==> src/rtl/rdiv_pkg.sv <==
package rdiv_pkg;

    // Field-to-divisor decoding selected at build time
    typedef enum logic [1:0] {
        ENC_MINUS_ONE = 2'd0,
        ENC_DIRECT    = 2'd1,
        ENC_POW2      = 2'd2,
        ENC_TABLE     = 2'd3
    } enc_e;

endpackage

==> src/rtl/rdiv_decode.sv <==
module rdiv_decode #(
    parameter rdiv_pkg::enc_e ENC = rdiv_pkg::ENC_MINUS_ONE,
    parameter int unsigned FIELD_W = 4,
    parameter int unsigned DIV_W = 8,
    parameter int unsigned MIN_DIV = 1,
    parameter int unsigned MAX_DIV = 12,
    parameter logic [(1<<FIELD_W)-1:0][DIV_W-1:0] DIV_TABLE =
        128'h0000_0000_0000_0000_0000_000A_0600_0804
) (
    input  logic [FIELD_W-1:0] field_i,
    output logic [DIV_W-1:0]   div_o,
    output logic               legal_o
);

    // Wide intermediate so range checks see values beyond DIV_W
    logic [63:0] raw;

    generate
        if (ENC == rdiv_pkg::ENC_MINUS_ONE) begin : g_minus_one
            assign raw = 64'(field_i) + 64'd1;
        end else if (ENC == rdiv_pkg::ENC_DIRECT) begin : g_direct
            assign raw = 64'(field_i);
        end else if (ENC == rdiv_pkg::ENC_POW2) begin : g_pow2
            assign raw = 64'd1 << field_i;
        end else begin : g_table
            assign raw = 64'(DIV_TABLE[field_i]);
        end

        if (ENC == rdiv_pkg::ENC_TABLE) begin : g_chk_table
            // zero entry marks an unusable index
            assign legal_o = (raw != 64'd0);
        end else begin : g_chk_range
            assign legal_o = (raw != 64'd0) &&
                             (raw >= 64'(MIN_DIV)) &&
                             (raw <= 64'(MAX_DIV));
        end
    endgenerate

    assign div_o = raw[DIV_W-1:0];

endmodule

==> src/rtl/rdiv_ctrl.sv <==
module rdiv_ctrl #(
    parameter int unsigned FIELD_LSB = 4,
    parameter int unsigned FIELD_W = 4,
    parameter int unsigned DIV_W = 8,
    parameter bit LATCH_EN = 1'b1,
    parameter int unsigned LATCH_BIT = 31
) (
    input  logic               clk_i,
    input  logic               rst_ni,
    input  logic               we_i,
    input  logic [31:0]        wdata_i,
    output logic [31:0]        rdata_o,
    output logic [FIELD_W-1:0] field_o,
    input  logic [DIV_W-1:0]   dec_div_i,
    input  logic               dec_legal_i,
    input  logic               take_i,
    output logic               pend_vld_o,
    output logic [DIV_W-1:0]   pend_div_o,
    output logic               err_o
);

    typedef struct packed {
        logic [31:0]      word;
        logic             pend_vld;
        logic [DIV_W-1:0] pend_div;
        logic             err;
    } ctrl_st_t;

    ctrl_st_t s_d, s_q;
    logic     commit;

    assign field_o = wdata_i[FIELD_LSB +: FIELD_W];
    assign commit  = !LATCH_EN || wdata_i[LATCH_BIT];

    always_comb begin
        s_d = s_q;
        if (take_i) begin
            s_d.pend_vld = 1'b0;
        end
        if (we_i) begin
            s_d.word = wdata_i;
            if (commit) begin
                if (dec_legal_i) begin
                    s_d.pend_div = dec_div_i;
                    s_d.pend_vld = 1'b1;
                end else begin
                    s_d.err = 1'b1;
                end
            end
        end
    end

    always_ff @(posedge clk_i or negedge rst_ni) begin
        if (!rst_ni) begin
            s_q <= '0;
        end else begin
            s_q <= s_d;
        end
    end

    assign rdata_o    = s_q.word;
    assign pend_vld_o = s_q.pend_vld;
    assign pend_div_o = s_q.pend_div;
    assign err_o      = s_q.err;

    // error flag never drops once raised
    a_r9_err_sticky: assert property (@(posedge clk_i) disable iff (!rst_ni)
        s_q.err |=> s_q.err);

    // refused commit raises the flag
    a_r9_illegal_flags: assert property (@(posedge clk_i) disable iff (!rst_ni)
        (we_i && commit && !dec_legal_i) |=> s_q.err);

    // a write without the commit bit leaves the pending divisor alone
    a_r8_latch_gate: assert property (@(posedge clk_i) disable iff (!rst_ni)
        (LATCH_EN && we_i && !wdata_i[LATCH_BIT]) |=> $stable(s_q.pend_div));

    // a legal decode never yields a zero divisor
    a_r5_legal_nonzero: assert property (@(posedge clk_i) disable iff (!rst_ni)
        dec_legal_i |-> (dec_div_i != '0));

endmodule

==> src/rtl/rdiv_gen.sv <==
module rdiv_gen #(
    parameter int unsigned DIV_W = 8,
    parameter int unsigned RST_DIV = 2
) (
    input  logic             clk_i,
    input  logic             rst_ni,
    input  logic             pend_vld_i,
    input  logic [DIV_W-1:0] pend_div_i,
    output logic             take_o,
    output logic             out_o,
    output logic             bypass_o
);

    typedef struct packed {
        logic [DIV_W-1:0] cnt;
        logic [DIV_W-1:0] act;
        logic             out;
        logic             byp;
    } gen_st_t;

    gen_st_t          s_d, s_q;
    logic             boundary;
    logic [DIV_W-1:0] nxt_act;

    always_comb begin
        boundary = (s_q.cnt == s_q.act - DIV_W'(1));
        take_o   = boundary && pend_vld_i;
        nxt_act  = take_o ? pend_div_i : s_q.act;
        s_d      = s_q;
        s_d.act  = nxt_act;
        s_d.cnt  = boundary ? '0 : s_q.cnt + DIV_W'(1);
        // high for the first floor(N/2) input cycles of each period
        s_d.out  = (s_d.cnt < (nxt_act >> 1));
        s_d.byp  = (nxt_act == DIV_W'(1));
    end

    always_ff @(posedge clk_i or negedge rst_ni) begin
        if (!rst_ni) begin
            s_q.cnt <= '0;
            s_q.act <= DIV_W'(RST_DIV);
            s_q.out <= (RST_DIV >= 2);
            s_q.byp <= (RST_DIV == 1);
        end else begin
            s_q <= s_d;
        end
    end

    assign out_o    = s_q.out;
    assign bypass_o = s_q.byp;

    // the running divisor only changes right after a period's last cycle
    a_r13_switch_at_boundary: assert property (@(posedge clk_i) disable iff (!rst_ni)
        (s_q.act != $past(s_q.act)) |-> ($past(s_q.cnt) == $past(s_q.act) - DIV_W'(1)));

    // the last cycle of a divided period is low
    a_r10_low_at_end: assert property (@(posedge clk_i) disable iff (!rst_ni)
        (!s_q.byp && (s_q.cnt == s_q.act - DIV_W'(1))) |-> !s_q.out);

    // pass-through keeps the counter parked
    a_r11_bypass_idle: assert property (@(posedge clk_i) disable iff (!rst_ni)
        s_q.byp |-> (s_q.cnt == '0));

endmodule

==> src/rtl/ratio_divider.sv <==
module ratio_divider #(
    parameter rdiv_pkg::enc_e ENC = rdiv_pkg::ENC_MINUS_ONE,
    parameter int unsigned FIELD_LSB = 4,
    parameter int unsigned FIELD_W = 4,
    parameter int unsigned DIV_W = 8,
    parameter int unsigned MIN_DIV = 1,
    parameter int unsigned MAX_DIV = 12,
    parameter bit LATCH_EN = 1'b1,
    parameter int unsigned LATCH_BIT = 31,
    parameter int unsigned RST_DIV = 2,
    parameter logic [(1<<FIELD_W)-1:0][DIV_W-1:0] DIV_TABLE =
        128'h0000_0000_0000_0000_0000_000A_0600_0804
) (
    input  logic        clk_i,
    input  logic        rst_ni,
    input  logic        reg_we_i,
    input  logic [31:0] reg_wdata_i,
    output logic [31:0] reg_rdata_o,
    output logic        div_clk_o,
    output logic        cfg_err_o
);

    logic [FIELD_W-1:0] field;
    logic [DIV_W-1:0]   dec_div;
    logic               dec_legal;
    logic               take;
    logic               pend_vld;
    logic [DIV_W-1:0]   pend_div;
    logic               out_q;
    logic               bypass;

    rdiv_decode #(
        .ENC(ENC), .FIELD_W(FIELD_W), .DIV_W(DIV_W),
        .MIN_DIV(MIN_DIV), .MAX_DIV(MAX_DIV), .DIV_TABLE(DIV_TABLE)
    ) u_decode (
        .field_i(field), .div_o(dec_div), .legal_o(dec_legal)
    );

    rdiv_ctrl #(
        .FIELD_LSB(FIELD_LSB), .FIELD_W(FIELD_W), .DIV_W(DIV_W),
        .LATCH_EN(LATCH_EN), .LATCH_BIT(LATCH_BIT)
    ) u_ctrl (
        .clk_i(clk_i), .rst_ni(rst_ni), .we_i(reg_we_i), .wdata_i(reg_wdata_i),
        .rdata_o(reg_rdata_o), .field_o(field), .dec_div_i(dec_div),
        .dec_legal_i(dec_legal), .take_i(take), .pend_vld_o(pend_vld),
        .pend_div_o(pend_div), .err_o(cfg_err_o)
    );

    rdiv_gen #(
        .DIV_W(DIV_W), .RST_DIV(RST_DIV)
    ) u_gen (
        .clk_i(clk_i), .rst_ni(rst_ni), .pend_vld_i(pend_vld),
        .pend_div_i(pend_div), .take_o(take), .out_o(out_q), .bypass_o(bypass)
    );

    // Divisor 1 routes the input clock through; the select only flips at a
    // rising edge that the divided output also makes.
    assign div_clk_o = bypass ? clk_i : out_q;

endmodule

==> config.mk <==
export PLATFORM = sky130hd
export DESIGN_NAME = ratio_divider
export DESIGN_NICKNAME = d
export VERILOG_FILES = /design/src/rtl/rdiv_pkg.sv /design/src/rtl/rdiv_decode.sv /design/src/rtl/rdiv_ctrl.sv /design/src/rtl/rdiv_gen.sv /design/src/rtl/ratio_divider.sv
export SDC_FILE = /design/constraint.sdc
export NUM_CORES = 1
export LEC_CHECK = 0
export ABC_AREA = 1
export BUFFER_PORTS_ARGS = -buffer_cell sky130_fd_sc_hd__buf_4
export CAP_MARGIN = 20
export CORE_ASPECT_RATIO = 1.1
export CORE_UTILIZATION = 41
export DETAILED_ROUTE_END_ITERATION = 7
export PLACE_DENSITY = 0.6
export SYNTH_ARGS = -nofsm -noshare
export SYNTH_HDL_FRONTEND = slang
export SYNTH_SLANG_ARGS = --single-unit
==> constraint.sdc <==
create_clock -name clk_i -period 4.17 [get_ports clk_i]
set_input_delay 0.834 -clock clk_i [delete_from_list [all_inputs] [get_ports clk_i]]
set_output_delay 0.834 -clock clk_i [all_outputs]
set_load 0.02 [all_outputs]
==> summary.md, run 1 <==
| Metric | Value |
|---|---|
| Multi-input logic area | roughly 1200 um2 |
| Initial antenna violation count | 0 |
| Synth top area cells | dfrtp_1, mux2_2, nand2_1, ha_1, inv_1 |
| Layout cells sized above 1 | 0.421 |
| CP Launch Type | clock port |
| Commonest non-fill, non-tap cell in the layout | buf_4 |
| Num rows | 30 |
| WP buf/inv | 3 |
| Pre-CTS setup slack | 858 ps |
| R2r startpoint | u_gen.s_q[3] |
| Final Hold Viols | 0 |
| Seq/Total Area, Yosys | 0.520 |
| Top cell by count, worst path | clkbuf_8 |
| First-pass GRT wire length | 9400 um |
| Initial DRC Count | 117 |
| Register area | between 1000 and 1500 um2 |
| Setup violators final | 0 |
| Share of the synthesized area in the top cell type | 0.501 |
| Post-CTS Setup Inserts | 0 |
| Final-report max-slew violation count | 0 |
| Hold WC Path Type | input port to asynchronous set/reset pin |
| Layout Nets | 388 |
| DRT antenna net count | 0 |
| CP Capture Type | primary output |
| Area leader, netlist | dfrtp_1 |
| Die Footprint | roughly 7000 um2 |
| I/O Buffers | 68 |
| Post-layout util | 0.572 |
| Max-Cap Viols | 0 |
| Die X | between 80 and 90 um |
| Critical Path RT | between 3000 and 4000 ps |
| Post-DR wirelength/cell | 12.9 um |
| Fillers | just under 600 |
| Placer Congestion | between 0.7 and 0.8 |
| Post-CTS Hold Buffers | 0 |
| FF-to-FF path depth | 17 |
| Avg Inst Size Synth | between 10 and 15 um2 |
| Slowest cell on the critical path | mux2_2 |
| Power density cells | 393 nW/um2 |
| CTS tree | built |
| R2R Setup Slk | roughly 1400 ps |
| GRT Overall Usage | 0.181 |
| TNS Setup | 0 ps |
| Most frequent cells in the layout | buf_4, nand2_1, dfrtp_1 |
| PnR worst setup slack | between 600 and 700 ps |
| Leakage | ~1.9 nW |
| Yosys cell types | 33 |
| VDD IR max | between 0.2 and 0.25 mV |
| Post-cts sizing count | 0 |
| Syn-to-layout area delta | 31.1% |
| CP max FO | 2 |
| Routed wire length | ~5500 um |
| # IOs | slightly below 70 |
| Largest net degree at the start of global routing | just under 60 |
| Routed vias | about 2.0k |
| WS Path Type | clock port to primary output |
| Die height | roughly 88 um |
| Vias in the first global route | between 2k and 2.5k |
| Worst Max-Slew Pin Slew | 710 ps |
| Hold WS | about 440 ps |
| Worst-Skew Late Latency | 440 ps |
| Warnings, synthesis | 0 |
| Cell Area, Synth | around 2700 um2 |
| Clock skew | about 4.7 ps |
| Dpl hpwl | ~4100 um |
| Cells after Synth | 266 |
| Yosys reg bits | between 50 and 60 |
| Core ar. | between 6000 and 7000 um2 |
| CP peak stage delay | ~250 ps |
| GRT Residual Overflow | 0 |
| Crit-path cells | clkbuf_8 > clkbuf_8 > mux2_2 > buf_4 |
| Rel. slew slack | 0.527 |
| Vias per cell | around 4.7 |
| Syn Nets | 310 |
| Family with the most delay on the worst path | buffers and inverters |
| Worst EP arrival | about 2700 ps |
| Residual DRC | 0 |
| Initial Util | 0.436 |
| Pre-Repair DR Iteration Count | 4 |
| R2R Path End | u_gen.out_o |
| Reg clk slew, reported paths | 70 ps |
| # diodes | 0 |
| RSZ-0062 raised after global routing | false |
| Outcome | finished clean |
worst max path at each step:
stage	from	end	slack [ps]	depth (start not counted)
3_5_place_dp	clk_i	div_clk_o	860	2
6_report	clk_i	div_clk_o	630	4
4_1_cts	clk_i	div_clk_o	620	4
2_1_floorplan	clk_i	div_clk_o	950	1
3_3_place_gp	clk_i	div_clk_o	860	2
5_1_grt	clk_i	div_clk_o	620	4
metal layers:
layer,global-route usage,vias to the layer above,share of wire
met5,0,-,0
met4,0.104,0,0.018
met3,0.0531,9,0.068
met2,0.294,62,0.47
met1,0.213,928,0.44
li1,-,1013,-
flip-flops by register name, indices dropped and copies added (netlist names):
signal	cells
u_gen.s_q	16
u_ctrl.pend_div_o	5
u_ctrl.err_o	1
u_ctrl.rdata_o	32
u_ctrl.pend_vld_o	1
u_gen.bypass_o	1
u_gen.out_o	1
cells by family after synthesis:
logic type / after synthesis / share of synthesized area
mux: 32 / 0.131
flops: 57 / 0.520
xor+xnor: 10 / 0.0319
fa+ha+maj: 9 / 0.0410
compound gates: 16 / 0.0355
simple gates: 105 / 0.188
buf+inv: 37 / 0.0528
final cells by class:
cell class / instances / area share
Clock buffer: 13 / 0.0479
Inverter: 33 / 0.0361
Multi-Input combinational cell: 172 / 0.326
Sequential cell: 57 / 0.396
Timing Repair Buffer: 67 / 0.140
Clock inverter: 7 / 0.0264
Tap cell: 80 / 0.0278
cells in the mapped netlist:
| master | n |
|---|---|
| and3_1 | 1 |
| nand2_4 | 2 |
| nor2_8 | 1 |
| nor2_4 | 1 |
| a21oi_2 | 1 |
| clkinv_4 | 1 |
| o21bai_1 | 1 |
| nand3_4 | 2 |
| or3_1 | 1 |
| nor3b_1 | 1 |
| o21ai_2 | 3 |
| nand3_2 | 1 |
| inv_1 | 26 |
| nand2_1 | 55 |
| dfrtp_1 | 55 |
| inv_2 | 5 |
| ha_1 | 9 |
| dfstp_2 | 2 |
| nor2_1 | 19 |
| nor2_2 | 5 |
| o21ai_1 | 2 |
| a21oi_1 | 3 |
| mux2_2 | 32 |
| clkbuf_1 | 4 |
| nand3_1 | 10 |
| nand2_2 | 2 |
| xor2_1 | 6 |
| xnor2_1 | 4 |
| nor3_1 | 2 |
| nor3_2 | 1 |
| nand4_1 | 1 |
| clkinv_2 | 1 |
| o21ai_0 | 6 |
where the power goes:
group / internal [W] / leakage, nW / switching [W]
Sequential: 0.000591 / 0.686 / 0.0000203
Clock: 0.000396 / 0.142 / 0.000231
Combinational: 0.0000901 / 1.03 / 0.0000879
Total: 0.00108 / 1.85 / 0.000339
stage by stage:
step / instances / area, um2 / total power, W
floorplan: 266 / 2750 / 0.000704
global placement: 410 / 3340 / 0.000800
detailed placement: 410 / 3340 / 0.000801
CTS: 429 / 3600 / 0.00144
global route: 429 / 3600 / 0.00147
finish: 429 / 3600 / 0.00142
worst reg2reg max path: stages (launching register included):
cell      delay [ps]
dfstp_2          550
inv_2             50
ha_1             280
nand2_1           60
inv_1             40
nor2_1            90
nand2_1           70
nor2_2           110
nand3_2           80
nor2_4           160
nand2_4           80
clkinv_4          80
nor3_1            60
ha_1             290
a21oi_1          160
nor2_1            50
or3_1            350
a21oi_2          110
No activity file was read; power rests on OpenSTA's default activity.
==> inputs of run 2 (changes only) <==
--- a/config.mk
+++ b/config.mk
@@ -11,7 +11,7 @@
 export CORE_ASPECT_RATIO = 1.1
 export CORE_UTILIZATION = 41
 export DETAILED_ROUTE_END_ITERATION = 7
-export PLACE_DENSITY = 0.6
+export PLACE_DENSITY = 0.63
 export SYNTH_ARGS = -nofsm -noshare
 export SYNTH_HDL_FRONTEND = slang
 export SYNTH_SLANG_ARGS = --single-unit
==> constraint.sdc (replaced) <==
create_clock -name clk_i -period 3.03 [get_ports clk_i]
set_input_delay 0.606 -clock clk_i [delete_from_list [all_inputs] [get_ports clk_i]]
set_output_delay 0.606 -clock clk_i [all_outputs]
set_load 0.02 [all_outputs]
==> run 2 against run 1 <==
Non-clock buffer count stayed put. Setup slack worse by 350 ps. Critical endpoint unchanged. Total power is 42% higher. Sequential power is 37% higher. Final cell count stayed put. Utilization is 0.32 points higher. Sequential cell count stayed put. Die area stayed put.
==> summary.md, run 2 (synthesized netlist as in run 1, its figures left out) <==
| Metric | Value |
|---|---|
| Routed wire length | 5340 um (was 5540 um) |
| Placer Congestion | 0.785 (was 0.798) |
| Max reg flops | 32 (unchanged) |
| CP Depth | 4 (unchanged) |
| Power density cells | 554 nW/um2 (was 393 nW/um2) |
| Dpl hpwl | 4010 um (was 4110 um) |
| Post-Place Cell Area | 3340 um2 (unchanged) |
| Largest net degree at the start of global routing | 58 (unchanged) |
| # diodes | 0 (unchanged) |
| TNS Setup | 0 ps (unchanged) |
| Post-CTS Setup Inserts | 0 (unchanged) |
| GRT Overall Usage | 0.177 (was 0.181) |
| Final-report max-slew violation count | 0 (unchanged) |
| Residual DRC | 0 (unchanged) |
| Die Footprint | 7040 um2 (unchanged) |
| Outcome | finished clean (unchanged) |
| Family with the most delay on the worst path | buffers and inverters (unchanged) |
| I/O Buffers | 68 (unchanged) |
| Rel. slew slack | 0.537 (was 0.527) |
| Final Hold Viols | 0 (unchanged) |
| Top cell by count, worst path | clkbuf_8 (unchanged) |
| Worst-Skew Late Latency | 440 ps (about the same) |
| CP peak stage delay | 250 ps (about the same) |
| First-pass GRT wire length | 9240 um (was 9400 um) |
| Worst EP arrival | 2150 ps (was 2710 ps) |
| RSZ-0062 raised after global routing | false (unchanged) |
| Hold WC Path Type | input port to asynchronous set/reset pin (unchanged) |
| Most frequent cells in the layout | buf_4, nand2_1, dfrtp_1 (unchanged) |
| # IOs | 69 (unchanged) |
| CP Launch Type | clock port (unchanged) |
| Post-CTS Hold Buffers | 0 (unchanged) |
| Critical Path RT | 2420 ps (was 3340 ps) |
| Core ar. | 6310 um2 (unchanged) |
| Initial Util | 0.436 (unchanged) |
| Routed vias | 2,019 (was 2,012) |
| Die X | 80.1 um (unchanged) |
| CTS tree | built (unchanged) |
| Post-DR wirelength/cell | 12.5 um (was 12.9 um) |
| Pre-Repair DR Iteration Count | 4 (unchanged) |
| Reg clk slew, reported paths | 60 ps (was 70 ps) |
| Layout cells sized above 1 | 0.421 (unchanged) |
| Max-Cap Viols | 0 (unchanged) |
| CP max FO | 2 (unchanged) |
| Slowest cell on the critical path | mux2_2 (unchanged) |
| Design area | 3620 um2 (was 3600 um2) |
| GRT Residual Overflow | 0 (unchanged) |
| WP buf/inv | 3 (unchanged) |
| VDD IR max | 0.328 mV (was 0.246 mV) |
| FF-to-FF path depth | 17 (unchanged) |
| Syn-to-layout area delta | 31.9% (was 31.1%) |
| Setup violators final | 0 (unchanged) |
| Vias in the first global route | 2,138 (was 2,121) |
| WS Path Type | clock port to primary output (unchanged) |
| Worst Max-Slew Pin Slew | 694 ps (was 710 ps) |
| CP Capture Type | primary output (unchanged) |
| Vias per cell | 4.71 (was 4.69) |
| Crit-path cells | clkbuf_8 > clkbuf_8 > mux2_2 > buf_4 (unchanged) |
| Initial antenna violation count | 0 (unchanged) |
| Die height | 87.9 um (unchanged) |
| Num rows | 30 (unchanged) |
| Leakage | 1.87 nW (was 1.85 nW) |
| Layout Nets | 388 (unchanged) |
| Commonest non-fill, non-tap cell in the layout | buf_4 (unchanged) |
| Initial DRC Count | 109 (was 117) |
| Post-cts sizing count | 0 (unchanged) |
| Clock skew | 7.91 ps (was 4.66 ps) |
| DRT antenna net count | 0 (unchanged) |
[run 2: report_power, final]
part	leakage [nW]	total (W)	internal, W	switching [W]
registers	0.686	0.000841	0.000814	0.0000271
logic	1.03	0.000243	0.000124	0.000119
clock network	0.155	0.000925	0.000614	0.000312
[run 2: final timing paths]
check / startpoint / end / slack, ps
max: clk_i / div_clk_o / 280
min: rst_ni / u_ctrl.rdata_o[1] / 210
max reg2reg: u_gen.s_q[3] / u_gen.out_o / 310
min reg2reg: u_ctrl.pend_div_o[0] / u_ctrl.pend_div_o[0] / 480
max in group asynchronous: rst_ni / u_ctrl.rdata_o[31] / 2350
min in group clk_i: reg_wdata_i[25] / u_ctrl.rdata_o[25] / 390
[run 2: routing by layer]
metal | up-vias | part of all wire | global-route usage
li1 | 1009 | - | -
met1 | 947 | 0.44 | 0.207
met2 | 54 | 0.48 | 0.284
met3 | 9 | 0.068 | 0.0688
met4 | 0 | 0.017 | 0.0909
met5 | - | 0 | 0
[run 2: worst reg2reg max path, stage by stage (launching register included)]
cell and delay, ps:
dfstp_2 550, inv_2 60, ha_1 250, inv_1 100, nand2_1 50, nand3_1 80
nand2_1 50, nor2_1 80, nand2_1 90, nor2_4 190, nand2_4 90, clkinv_4 80
nor3_1 60, ha_1 280, a21oi_1 160, nor2_1 50, or3_1 350, a21oi_2 110
[run 2: cell type report]
cell class | count | area [um2]
Timing Repair Buffer | 67 | 503
Tap cell | 80 | 100
Sequential cell | 57 | 1430
Fill cell | 560 | 2680
Multi-Input combinational cell | 172 | 1170
Clock inverter | 4 | 73.8
Clock buffer | 16 | 214
Inverter | 33 | 130
[run 2: per-stage QoR]
| step | instances | utilization | total power, W | worst slack [ps] | hold slack [ps] |
|---|---|---|---|---|---|
| after detailed placement | 410 | 0.530 | 0.00110 | 328 | 465 |
| after floorplan | 266 | - | 0.000970 | 479 | 310 |
| after global routing | 429 | 0.575 | 0.00209 | 47.5 | 264 |
| after global placement | 410 | 0.530 | 0.00110 | 387 | 462 |
| final | 429 | 0.575 | 0.00201 | 276 | 205 |
| after CTS | 429 | 0.575 | 0.00204 | 266 | 235 |
==> inputs of run 3 (changes only) <==
==> constraint.sdc (replaced) <==
create_clock -name clk_i -period 3.03 [get_ports clk_i]
set_input_delay 0 -clock clk_i [delete_from_list [all_inputs] [get_ports clk_i]]
set_output_delay 0 -clock clk_i [all_outputs]
set_load 0.02 [all_outputs]
==> run 3 against run 2 <==
Die area unchanged. Combinational power grew 16%. Clock power increased by 0.5%. Sequential cell count stayed put. Clock skew about the same. Sequential power is essentially flat. Register-to-register slack about the same. Count of clock-buffer cells in the layout stayed put. Setup slack better by 34 ps. Hold slack worse by 160 ps. Largest cell class unchanged. Highest routed layer unchanged.
==> summary.md, run 3 (synthesized netlist as in run 1, its figures left out) <==
| Metric | Value |
|---|---|
| Flop pwr share | 0.410 (was 0.418) |
| Largest net degree at the start of global routing | 58 (unchanged) |
| Most frequent cells in the layout | buf_4, nand2_1, dfrtp_1 (unchanged) |
| Gate power share | 0.137 (was 0.121) |
| Minimum clock period | 2720 ps |
| I/O Buffers | 68 (unchanged) |
| GRT Residual Overflow | 0 (unchanged) |
| Initial antenna violation count | 0 (unchanged) |
| Worst-Skew Late Latency | 440 ps (about the same) |
| Final-report max-slew violation count | 0 (unchanged) |
| CP Launch Type | flip-flop (was clock port) |
| Leakage | 2.00 nW (was 1.87 nW) |
| Die X | 80.1 um (unchanged) |
| Hold WC Path Type | input port to flip-flop (was input port to asynchronous set/reset pin) |
| Post-Place Cell Area | 3340 um2 (unchanged) |
| Setup violators final | 0 (unchanged) |
| Register area | 1430 um2 (unchanged) |
| CTS tree | built (unchanged) |
| Power density cells | 519 nW/um2 (was 554 nW/um2) |
| Vias in the first global route | 2,306 (was 2,138) |
| Routed wire length | 5940 um (was 5340 um) |
| Post-DR wirelength/cell | 12.8 um (was 12.5 um) |
| DRT antenna net count | 0 (unchanged) |
| RSZ-0062 raised after global routing | false (unchanged) |
| Pre-Repair DR Iteration Count | 4 (unchanged) |
| GRT Overall Usage | 0.195 (was 0.177) |
| Sw Ratio | 0.231 (was 0.228) |
| Die height | 87.9 um (unchanged) |
| Rel. slew slack | 0.534 (was 0.537) |
| Max reg flops | 32 (unchanged) |
| Placer Congestion | 0.785 (unchanged) |
| Syn-to-layout area delta | 43.9% (was 31.9%) |
| Clock skew | 7.89 ps (was 7.91 ps) |
| Switch Pwr | 0.000474 W (was 0.000458 W) |
| Internal Pwr Total | 0.00158 W (was 0.00155 W) |
| Outcome | finished clean (unchanged) |
| WS Path Type | flip-flop to flip-flop (was clock port to primary output) |
| CP max FO | 7 (was 2) |
| Routed vias | 2,156 (was 2,019) |
| # diodes | 0 (unchanged) |
| Worst Max-Slew Pin Slew | 699 ps (was 694 ps) |
| First-pass GRT wire length | 10,200 um (was 9240 um) |
| CP Capture Type | flip-flop (was primary output) |
| VDD IR max | 0.335 mV (was 0.328 mV) |
| Residual DRC | 0 (unchanged) |
| # IOs | 69 (unchanged) |
| FMAX | roughly 370 MHz |
| Period utilization | 0.898 |
| Reg clk slew, reported paths | 60 ps (about the same) |
| Vias per cell | 4.67 (was 4.71) |
| Fillers | 518 (was 560) |
| Multi-input logic area | 1170 um2 (unchanged) |
| Dpl hpwl | 4010 um (unchanged) |
| Post-CTS Hold Buffers | 33 (was 0) |
| Die Footprint | 7040 um2 (unchanged) |
| Initial DRC Count | 100 (was 109) |
| Final Hold Viols | 0 (unchanged) |
| Core ar. | 6310 um2 (unchanged) |
| Worst EP arrival | 3100 ps (was 2150 ps) |
| Max-Cap Viols | 0 (unchanged) |
| Layout Nets | 421 (was 388) |
| Design area | 3960 um2 (was 3620 um2) |
| TNS Setup | 0 ps (unchanged) |
| Num rows | 30 (unchanged) |
| Initial Util | 0.436 (unchanged) |
| Commonest non-fill, non-tap cell in the layout | buf_4 (unchanged) |
| Post-cts sizing count | 0 (unchanged) |
| Critical Path RT | 3410 ps (was 2420 ps) |
| Layout cells sized above 1 | 0.385 (was 0.421) |
| Clock share of power | 0.453 (was 0.460) |
| Post-CTS Setup Inserts | 0 (unchanged) |
-- run 3: cell types whose count changed in the layout (fill, tap and decap cells not counted) --
cell / previous run / this run
dlygate4sd3_1: 0 / 33
-- run 3: worst paths after layout --
path,start,end,slack [ps],depth (start not counted)
setup / recovery,u_gen.s_q[3],u_gen.out_o,310,17
hold / removal,reg_we_i,u_ctrl.rdata_o[31],40,2
setup reg to reg,u_gen.s_q[3],u_gen.out_o,310,17
hold reg to reg,u_ctrl.pend_div_o[0],u_ctrl.pend_div_o[0],480,2
max in group asynchronous,rst_ni,u_ctrl.pend_vld_o,2420,2
min in group asynchronous,rst_ni,u_ctrl.rdata_o[1],140,2
-- run 3: stage by stage --
step	hold WS [ps]	power, W	utilization	worst slack, ps	std cells
floorplan	-296	0.000970	-	479	266
finish	40.5	0.00205	0.627	310	462
global placement	107	0.00110	0.530	387	410
CTS	34.1	0.00207	0.627	310	462
detailed placement	100	0.00110	0.530	328	410
global route	102	0.00213	0.627	47.2	462
-- run 3: power by group through the flow --
stage          Sequential (W)  Combinational, W     Clock, W
3_5_place_dp         0.000855          0.000248  0.000000218
6_report             0.000842          0.000281     0.000930
4_1_cts              0.000841          0.000282     0.000947
3_3_place_gp         0.000853          0.000246  0.000000218
2_1_floorplan        0.000906         0.0000629  0.000000218
5_1_grt              0.000849          0.000302     0.000978
-- run 3: layout make-up --
| type | count | share of cell area |
|---|---|---|
| Timing Repair Buffer | 100 | 0.211 |
| Clock inverter | 4 | 0.0187 |
| Inverter | 33 | 0.0329 |
| Clock buffer | 16 | 0.0541 |
| Sequential cell | 57 | 0.361 |
| Multi-Input combinational cell | 172 | 0.297 |
| Tap cell | 80 | 0.0253 |
-- run 3: layer usage --
layer / part of all wire / vias to the layer above / track usage
li1: - / 1077 / -
met1: 0.43 / 1015 / 0.228
met2: 0.49 / 54 / 0.325
met3: 0.058 / 10 / 0.0667
met4: 0.017 / 0 / 0.0909
met5: 0 / - / 0
-- run 3: worst max-delay path, stage by stage, from the launching register on --
cell and delay (ps):
dfstp_2 550, inv_2 60, ha_1 250, inv_1 100, nand2_1 50, nand3_1 80, nand2_1 50, nor2_1 80
nand2_1 90, nor2_4 190, nand2_4 80, clkinv_4 70, nor3_1 60, ha_1 280, a21oi_1 160, nor2_1 50
or3_1 350, a21oi_2 110
